### src/rtl/tlb_pkg.sv
package tlb_pkg;

    typedef enum logic [2:0] {
        RES_HIT      = 3'd0,
        RES_MISS     = 3'd1,
        RES_INVALID  = 3'd2,
        RES_MODIFIED = 3'd3,
        RES_BADADDR  = 3'd4
    } tlb_res_e;

    typedef enum logic {
        ST_IDLE = 1'b0,
        ST_RESP = 1'b1
    } tlb_state_e;

endpackage

### src/rtl/tlb_entry_store.sv
module tlb_entry_store #(
    parameter int N      = 16,
    parameter int IDX_W  = 4,
    parameter int VPN2_W = 19,
    parameter int ASID_W = 8,
    parameter int PFN_W  = 20
) (
    input  logic                         clk,
    input  logic                         rst_n,
    input  logic                         wr_en,
    input  logic [IDX_W-1:0]             wr_idx,
    input  logic [VPN2_W-1:0]            wr_vpn2,
    input  logic [ASID_W-1:0]            wr_asid,
    input  logic                         wr_global,
    input  logic [PFN_W-1:0]             wr_pfn_even,
    input  logic                         wr_valid_even,
    input  logic                         wr_dirty_even,
    input  logic [PFN_W-1:0]             wr_pfn_odd,
    input  logic                         wr_valid_odd,
    input  logic                         wr_dirty_odd,
    output logic [N-1:0][VPN2_W-1:0]     tag_q,
    output logic [N-1:0][ASID_W-1:0]     asid_q,
    output logic [N-1:0]                 glob_q,
    output logic [N-1:0][PFN_W-1:0]      pfn_even_q,
    output logic [N-1:0]                 v_even_q,
    output logic [N-1:0]                 d_even_q,
    output logic [N-1:0][PFN_W-1:0]      pfn_odd_q,
    output logic [N-1:0]                 v_odd_q,
    output logic [N-1:0]                 d_odd_q
);

    for (genvar e = 0; e < N; e++) begin : g_entry
        always_ff @(posedge clk or negedge rst_n) begin
            if (!rst_n) begin
                tag_q[e]      <= '0;
                asid_q[e]     <= '0;
                glob_q[e]     <= 1'b0;
                pfn_even_q[e] <= '0;
                v_even_q[e]   <= 1'b0;
                d_even_q[e]   <= 1'b0;
                pfn_odd_q[e]  <= '0;
                v_odd_q[e]    <= 1'b0;
                d_odd_q[e]    <= 1'b0;
            end else if (wr_en && (wr_idx == IDX_W'(e))) begin
                tag_q[e]      <= wr_vpn2;
                asid_q[e]     <= wr_asid;
                glob_q[e]     <= wr_global;
                pfn_even_q[e] <= wr_pfn_even;
                v_even_q[e]   <= wr_valid_even;
                d_even_q[e]   <= wr_dirty_even;
                pfn_odd_q[e]  <= wr_pfn_odd;
                v_odd_q[e]    <= wr_valid_odd;
                d_odd_q[e]    <= wr_dirty_odd;
            end
        end
    end


    entry_replaced_chk: assert property (@(posedge clk) disable iff (!rst_n)
        wr_en |=> (tag_q[$past(wr_idx)] == $past(wr_vpn2)) &&
                  (pfn_odd_q[$past(wr_idx)] == $past(wr_pfn_odd)));

endmodule

### src/rtl/tlb_match_array.sv
module tlb_match_array #(
    parameter int N      = 16,
    parameter int VPN2_W = 19,
    parameter int ASID_W = 8
) (
    input  logic [N-1:0][VPN2_W-1:0] tag_q,
    input  logic [N-1:0][ASID_W-1:0] asid_q,
    input  logic [N-1:0]             glob_q,
    input  logic [VPN2_W-1:0]        look_vpn2,
    input  logic [ASID_W-1:0]        look_asid,
    output logic [N-1:0]             hit_vec
);

    for (genvar e = 0; e < N; e++) begin : g_cmp
        assign hit_vec[e] = (tag_q[e] == look_vpn2) &&
                            (glob_q[e] || (asid_q[e] == look_asid));
    end

endmodule

### src/rtl/tlb_prio_sel.sv
module tlb_prio_sel #(
    parameter int N     = 16,
    parameter int IDX_W = 4
) (
    input  logic [N-1:0]     hit_vec,
    output logic [IDX_W-1:0] sel_idx,
    output logic [N-1:0]     sel_oh,
    output logic             any_hit
);

    always_comb begin
        sel_idx = '0;
        sel_oh  = '0;
        any_hit = 1'b0;
        for (int i = N - 1; i >= 0; i--) begin
            if (hit_vec[i]) begin
                sel_idx = IDX_W'(i);
                sel_oh  = '0;
                sel_oh[i] = 1'b1;
                any_hit = 1'b1;
            end
        end
    end


    always_comb begin
        lowest_wins_chk: assert (((sel_oh - 1'b1) & hit_vec & {N{any_hit}}) == '0);
        sel_subset_chk: assert ($onehot0(sel_oh) && ((sel_oh & ~hit_vec) == '0));
    end

endmodule

### src/rtl/tlb_pair_lookup.sv
module tlb_pair_lookup
    import tlb_pkg::*;
#(
    parameter int N         = 16,
    parameter int VA_W      = 32,
    parameter int PAGE_BITS = 12,
    parameter int ASID_W    = 8,
    localparam int IDX_W    = $clog2(N),
    localparam int VPN2_W   = VA_W - PAGE_BITS - 1,
    localparam int PFN_W    = VA_W - PAGE_BITS
) (
    input  logic              clk,
    input  logic              rst_n,
    input  logic              wr_en,
    input  logic [IDX_W-1:0]  wr_idx,
    input  logic [VPN2_W-1:0] wr_vpn2,
    input  logic [ASID_W-1:0] wr_asid,
    input  logic              wr_global,
    input  logic [PFN_W-1:0]  wr_pfn_even,
    input  logic              wr_valid_even,
    input  logic              wr_dirty_even,
    input  logic [PFN_W-1:0]  wr_pfn_odd,
    input  logic              wr_valid_odd,
    input  logic              wr_dirty_odd,
    input  logic              req,
    input  logic [VA_W-1:0]   req_vaddr,
    input  logic              req_write,
    input  logic [ASID_W-1:0] cur_asid,
    output logic              rsp_valid,
    output logic [2:0]        rsp_code,
    output logic [VA_W-1:0]   rsp_paddr,
    output logic              rsp_rd_ok,
    output logic              rsp_wr_ok
);

    logic [N-1:0][VPN2_W-1:0] tag_q;
    logic [N-1:0][ASID_W-1:0] asid_q;
    logic [N-1:0]             glob_q;
    logic [N-1:0][PFN_W-1:0]  pfn_even_q;
    logic [N-1:0]             v_even_q;
    logic [N-1:0]             d_even_q;
    logic [N-1:0][PFN_W-1:0]  pfn_odd_q;
    logic [N-1:0]             v_odd_q;
    logic [N-1:0]             d_odd_q;
    logic [N-1:0]             hit_vec;
    logic [N-1:0]             sel_oh;
    logic [IDX_W-1:0]         sel_idx;
    logic                     any_hit;

    tlb_entry_store #(.N(N), .IDX_W(IDX_W), .VPN2_W(VPN2_W), .ASID_W(ASID_W), .PFN_W(PFN_W)) u_store (
        .clk(clk), .rst_n(rst_n), .wr_en(wr_en), .wr_idx(wr_idx),
        .wr_vpn2(wr_vpn2), .wr_asid(wr_asid), .wr_global(wr_global),
        .wr_pfn_even(wr_pfn_even), .wr_valid_even(wr_valid_even), .wr_dirty_even(wr_dirty_even),
        .wr_pfn_odd(wr_pfn_odd), .wr_valid_odd(wr_valid_odd), .wr_dirty_odd(wr_dirty_odd),
        .tag_q(tag_q), .asid_q(asid_q), .glob_q(glob_q),
        .pfn_even_q(pfn_even_q), .v_even_q(v_even_q), .d_even_q(d_even_q),
        .pfn_odd_q(pfn_odd_q), .v_odd_q(v_odd_q), .d_odd_q(d_odd_q)
    );

    tlb_match_array #(.N(N), .VPN2_W(VPN2_W), .ASID_W(ASID_W)) u_match (
        .tag_q(tag_q), .asid_q(asid_q), .glob_q(glob_q),
        .look_vpn2(req_vaddr[VA_W-1:PAGE_BITS+1]), .look_asid(cur_asid),
        .hit_vec(hit_vec)
    );

    tlb_prio_sel #(.N(N), .IDX_W(IDX_W)) u_prio (
        .hit_vec(hit_vec), .sel_idx(sel_idx), .sel_oh(sel_oh), .any_hit(any_hit)
    );

    // Combinational evaluation of the selected half
    logic             odd_half;
    logic [PFN_W-1:0] half_pfn;
    logic             half_v;
    logic             half_d;
    tlb_res_e         res_d;
    logic [VA_W-1:0]  pa_d;
    logic             rd_d;
    logic             wr_d;

    always_comb begin
        odd_half = req_vaddr[PAGE_BITS];
        half_pfn = odd_half ? pfn_odd_q[sel_idx] : pfn_even_q[sel_idx];
        half_v   = odd_half ? v_odd_q[sel_idx]   : v_even_q[sel_idx];
        half_d   = odd_half ? d_odd_q[sel_idx]   : d_even_q[sel_idx];
        res_d    = RES_MISS;
        pa_d     = '0;
        rd_d     = 1'b0;
        wr_d     = 1'b0;
        if (any_hit) begin
            if (!half_v) begin
                res_d = RES_INVALID;
            end else if (req_write && !half_d) begin
                res_d = RES_MODIFIED;
            end else begin
                res_d = RES_HIT;
                pa_d  = {half_pfn, req_vaddr[PAGE_BITS-1:0]};
                rd_d  = 1'b1;
                wr_d  = half_d;
            end
        end
    end

    // State register
    tlb_state_e state_q;
    tlb_state_e state_d;

    always_comb begin
        state_d = state_q;
        unique case (state_q)
            ST_IDLE: if (req)  state_d = ST_RESP;
            ST_RESP: if (!req) state_d = ST_IDLE;
            default:           state_d = ST_IDLE;
        endcase
    end

    always_ff @(posedge clk or negedge rst_n) begin
        if (!rst_n) state_q <= ST_IDLE;
        else        state_q <= state_d;
    end

    // Output registers
    always_ff @(posedge clk or negedge rst_n) begin
        if (!rst_n) begin
            rsp_code  <= '0;
            rsp_paddr <= '0;
            rsp_rd_ok <= 1'b0;
            rsp_wr_ok <= 1'b0;
        end else if (req) begin
            rsp_code  <= res_d;
            rsp_paddr <= pa_d;
            rsp_rd_ok <= rd_d;
            rsp_wr_ok <= wr_d;
        end else begin
            rsp_code  <= '0;
            rsp_paddr <= '0;
            rsp_rd_ok <= 1'b0;
            rsp_wr_ok <= 1'b0;
        end
    end

    assign rsp_valid = (state_q == ST_RESP);


    rsp_after_req_chk: assert property (@(posedge clk) disable iff (!rst_n)
        req |=> rsp_valid);

    rsp_needs_req_chk: assert property (@(posedge clk) disable iff (!rst_n)
        !req |=> !rsp_valid && (rsp_code == 3'd0) && !rsp_rd_ok);

    hit_reads_chk: assert property (@(posedge clk) disable iff (!rst_n)
        (rsp_valid && rsp_code == 3'd0) |-> rsp_rd_ok);

    fault_quiet_chk: assert property (@(posedge clk) disable iff (!rst_n)
        (rsp_code != 3'd0) |-> (rsp_paddr == '0) && !rsp_rd_ok && !rsp_wr_ok);

    write_perm_chk: assert property (@(posedge clk) disable iff (!rst_n)
        rsp_wr_ok |-> rsp_valid && rsp_rd_ok);

endmodule

### config.mk
export PLATFORM = sky130hd
export DESIGN_NAME = tlb_pair_lookup
export DESIGN_NICKNAME = d
export VERILOG_FILES = /design/src/rtl/tlb_pkg.sv /design/src/rtl/tlb_entry_store.sv /design/src/rtl/tlb_match_array.sv /design/src/rtl/tlb_prio_sel.sv /design/src/rtl/tlb_pair_lookup.sv
export SDC_FILE = /design/constraint.sdc
export NUM_CORES = 2
export LEC_CHECK = 0
export BUFFER_PORTS_ARGS = -buffer_cell sky130_fd_sc_hd__buf_4
export CORE_UTILIZATION = 41
export DETAILED_ROUTE_END_ITERATION = 10
export PLACE_DENSITY = 0.61
export SETUP_SLACK_MARGIN = 0.5
export SLEW_MARGIN = 10
export SYNTH_ARGS = -nofsm -noshare
export SYNTH_HDL_FRONTEND = slang
export SYNTH_SLANG_ARGS = --single-unit
export TNS_END_PERCENT = 1
### constraint.sdc
create_clock -name clk -period 5.9 [get_ports clk]
set_input_delay 0.295 -clock clk [delete_from_list [all_inputs] [get_ports clk]]
set_output_delay 0.295 -clock clk [all_outputs]
set_load 0.02 [all_outputs]
==> flow_metrics.env <==
export IMPL_outcome="complete, no violations"
export IMPL_routed_top_layer="met5"
export IMPL_die_height_um=373
export IMPL_rsz0062_at_grt="false"
export IMPL_worst_slew_margin_rel=0.168
export IMPL_finalMaxSlewViolations=0
export IMPL_netlist_instances=4100
export IMPL_synth_edf_count=0
export IMPL_grt_max_degree=170
export IMPL_min_path_type="in -> reg"
export IMPL_worst_setup_path_end_kind="flop"
export IMPL_vias=33600
export IMPL_min_period_ns=4.97
export IMPL_die_width_um=373
export IMPL_yosysWarnings=0
export IMPL_holdWs_ns=0.0600
export IMPL_cts_tree="yes"
export IMPL_dieArea_mm2=0.139
export IMPL_critical_path_class="reg -> reg"
export IMPL_start_kind="flop"
export IMPL_setup_tns_ns=0
export IMPL_cts_root_buf="clkbuf_16"
export IMPL_grt_ovfl_total=0
export IMPL_cts_setup_buffers=0
export IMPL_avgSynthCellArea_um2=13.7
export IMPL_m1WireLength_um=72200
export IMPL_dp_slack_ns=0.735
export IMPL_mostFrequentLayoutCell="mux2_2"
export IMPL_drc=0
export IMPL_drtPass1Iterations=5
export IMPL_placed_area_mm2=0.0589
export IMPL_antenna_found_initial=11
export IMPL_grt_pass1_wl_um=231000
export IMPL_ys_seq_elements=1189
export IMPL_r2r_slack_ns=0.93
export IMPL_fin_area_mm2=0.0643
export IMPL_hold_viol=0
export IMPL_port_buffer_count=157
export IMPL_fp_row_count=135
export IMPL_wl_met3_um=7160
export IMPL_crit_required_ns=6.51
export IMPL_grtUsageTotal=0.223
export IMPL_cts_hold_buffers=82
export IMPL_drtIter0Drc=2083
export IMPL_finClkSkew_ns=0.0347
export IMPL_drt_total_wl_um=153000
export IMPL_numCtsBuffers=135
export IMPL_route_met2_wl_um=70000
export IMPL_synth_nets=4221
export IMPL_synth_async_sr_flop_share=1.00
export IMPL_clock_latency_ns=0.76
export IMPL_post_drt_wl_per_cell_um=25.0
export IMPL_layout_common_cells="mux2_2, dfrtp_1, xor2_1"
export IMPL_coreArea_mm2=0.136
export IMPL_nNetsFinal=4338
export IMPL_fillers=12000
export IMPL_critPathArrivalTime_ns=5.58
export IMPL_io_pins=159
export IMPL_fin_ws_ns=0.925
export IMPL_fmax_mhz=201
export IMPL_ys_flop_type="dfrtp_1"
export IMPL_netlist_area_mm2=0.0563
export IMPL_dp_cells=5779
export IMPL_initial_core_util=0.414
export IMPL_hpwlAfterDp_um=88200
export IMPL_numClockSinks=1189
export IMPL_p_leak_nw=27.8
export IMPL_final_antenna_net_count=0
export IMPL_area_growth_pct=14.3
export IMPL_cap_violations=0
export IMPL_path_max_fanout=40
export IMPL_fin_cells=6103
export IMPL_ctsResizeCount=0
export IMPL_period_share=0.843
export IMPL_setup_viol=0
export IMPL_drive_gt1_frac=0.416
export IMPL_tightest_slew_ns=1.25
export IMPL_synth_yosys_seq_area_share=0.529
export IMPL_finalPower_mw=23.8
export IMPL_clockBufferDepth=3
export IMPL_postLayoutCoreUtil=0.474
export IMPL_via_per_inst=5.51
export IMPL_h_tree_depth=4
export IMPL_place_gp_congestion=0.829
export IMPL_cts_clk_slew_worst_paths_ns=0.06
export IMPL_powerDensity_mw_per_mm2=369
export IMPL_yosysUniqueCellTypes=54
export IMPL_grt_pass1_vias=34700
export IMPL_peakVddDrop_uv=267
-- area by class of cell --
class / count / area, µm² / area share
Antenna cell: 3 / 7.51 / 0.000117
Clock buffer: 204 / 4130 / 0.0641
Clock inverter: 35 / 526 / 0.00817
Inverter: 14 / 52.6 / 0.000817
Multi-Input combinational cell: 2560 / 24800 / 0.385
Sequential cell: 1189 / 29800 / 0.462
Tap cell: 1781 / 2230 / 0.0346
Timing Repair Buffer: 317 / 2890 / 0.0448
-- layer usage --
layer,GRT usage,vias to the layer above
met4,0.0616,4
met1,0.321,17900
li1,-,14800
met3,0.0421,223
met2,0.343,641
met5,0,-
-- power breakdown --
part | leakage (nW) | internal (mW) | switching, mW | total [mW]
sequential | 14.6 | 10.0 | 1.02 | 11.0
combinational | 10.8 | 2.28 | 1.69 | 3.97
clock | 2.29 | 5.31 | 3.45 | 8.76
-- logic make-up after synthesis --
kind of cell | count (synthesis) | synth area share
compound gates | 235 | 0.0288
xor+xnor | 432 | 0.0672
buf+inv | 351 | 0.0347
flops | 1189 | 0.529
mux | 1525 | 0.304
other cells | 1 | 0.0000666
simple gates | 367 | 0.0370
-- state kept, by name, summed over array words and instances, names as in the netlist --
name                count
u_store.pfn_odd_q     320
u_store.v_even_q       16
u_store.glob_q         16
rsp_valid               1
rsp_wr_ok               1
u_store.tag_q         304
u_store.asid_q        128
u_store.d_even_q       16
u_store.pfn_even_q    320
rsp_rd_ok               1
rsp_code                2
u_store.d_odd_q        16
u_store.v_odd_q        16
rsp_paddr              32
-- final timing paths --
check	start	to	cells past startpoint
setup / recovery	u_store.asid_q[13]	rsp_paddr[18]	13
hold / removal	wr_vpn2[10]	u_store.tag_q[48]	2
setup reg to reg	u_store.asid_q[13]	rsp_paddr[18]	13
hold reg to reg	u_store.pfn_even_q[125]	u_store.pfn_even_q[125]	1
max in group asynchronous	rst_n	u_store.tag_q[188]	3
min in group asynchronous	rst_n	u_store.pfn_odd_q[39]	2
-- Yosys cell counts, drive strengths merged, types with 11 or more instances --
master / number / area share
dfrtp: 1189 / 0.53
nor2: 65 / 0.0043
inv: 14 / 0.00093
mux2: 1262 / 0.25
clkbuf: 236 / 0.016
xnor2: 48 / 0.0075
a211oi: 21 / 0.0028
a21oi: 64 / 0.0057
xor2: 384 / 0.060
a22oi: 60 / 0.0080
nand4: 14 / 0.0016
nand2: 85 / 0.0057
mux4: 20 / 0.0080
mux2i: 243 / 0.043
buf: 101 / 0.018
nor3: 42 / 0.0073
o211ai: 67 / 0.0089
nor4: 105 / 0.012
nand3: 17 / 0.0015
nand2b: 11 / 0.0012
-- worst max-delay path: stages, from the launching register on --
cell and delay, ns:
dfrtp_1 0.38, xor2_1 0.16, nor4_1 0.11, a21oi_1 0.51, or3_1 0.25, nand2_1 0.18
nor2_1 0.82, nand2_8 0.50, nor2b_4 0.75, buf_4 0.53, nand2_1 0.10, o211ai_1 0.17
mux4_2 0.29, nor3_2 0.04
No activity file was read; power rests on OpenSTA's default activity.
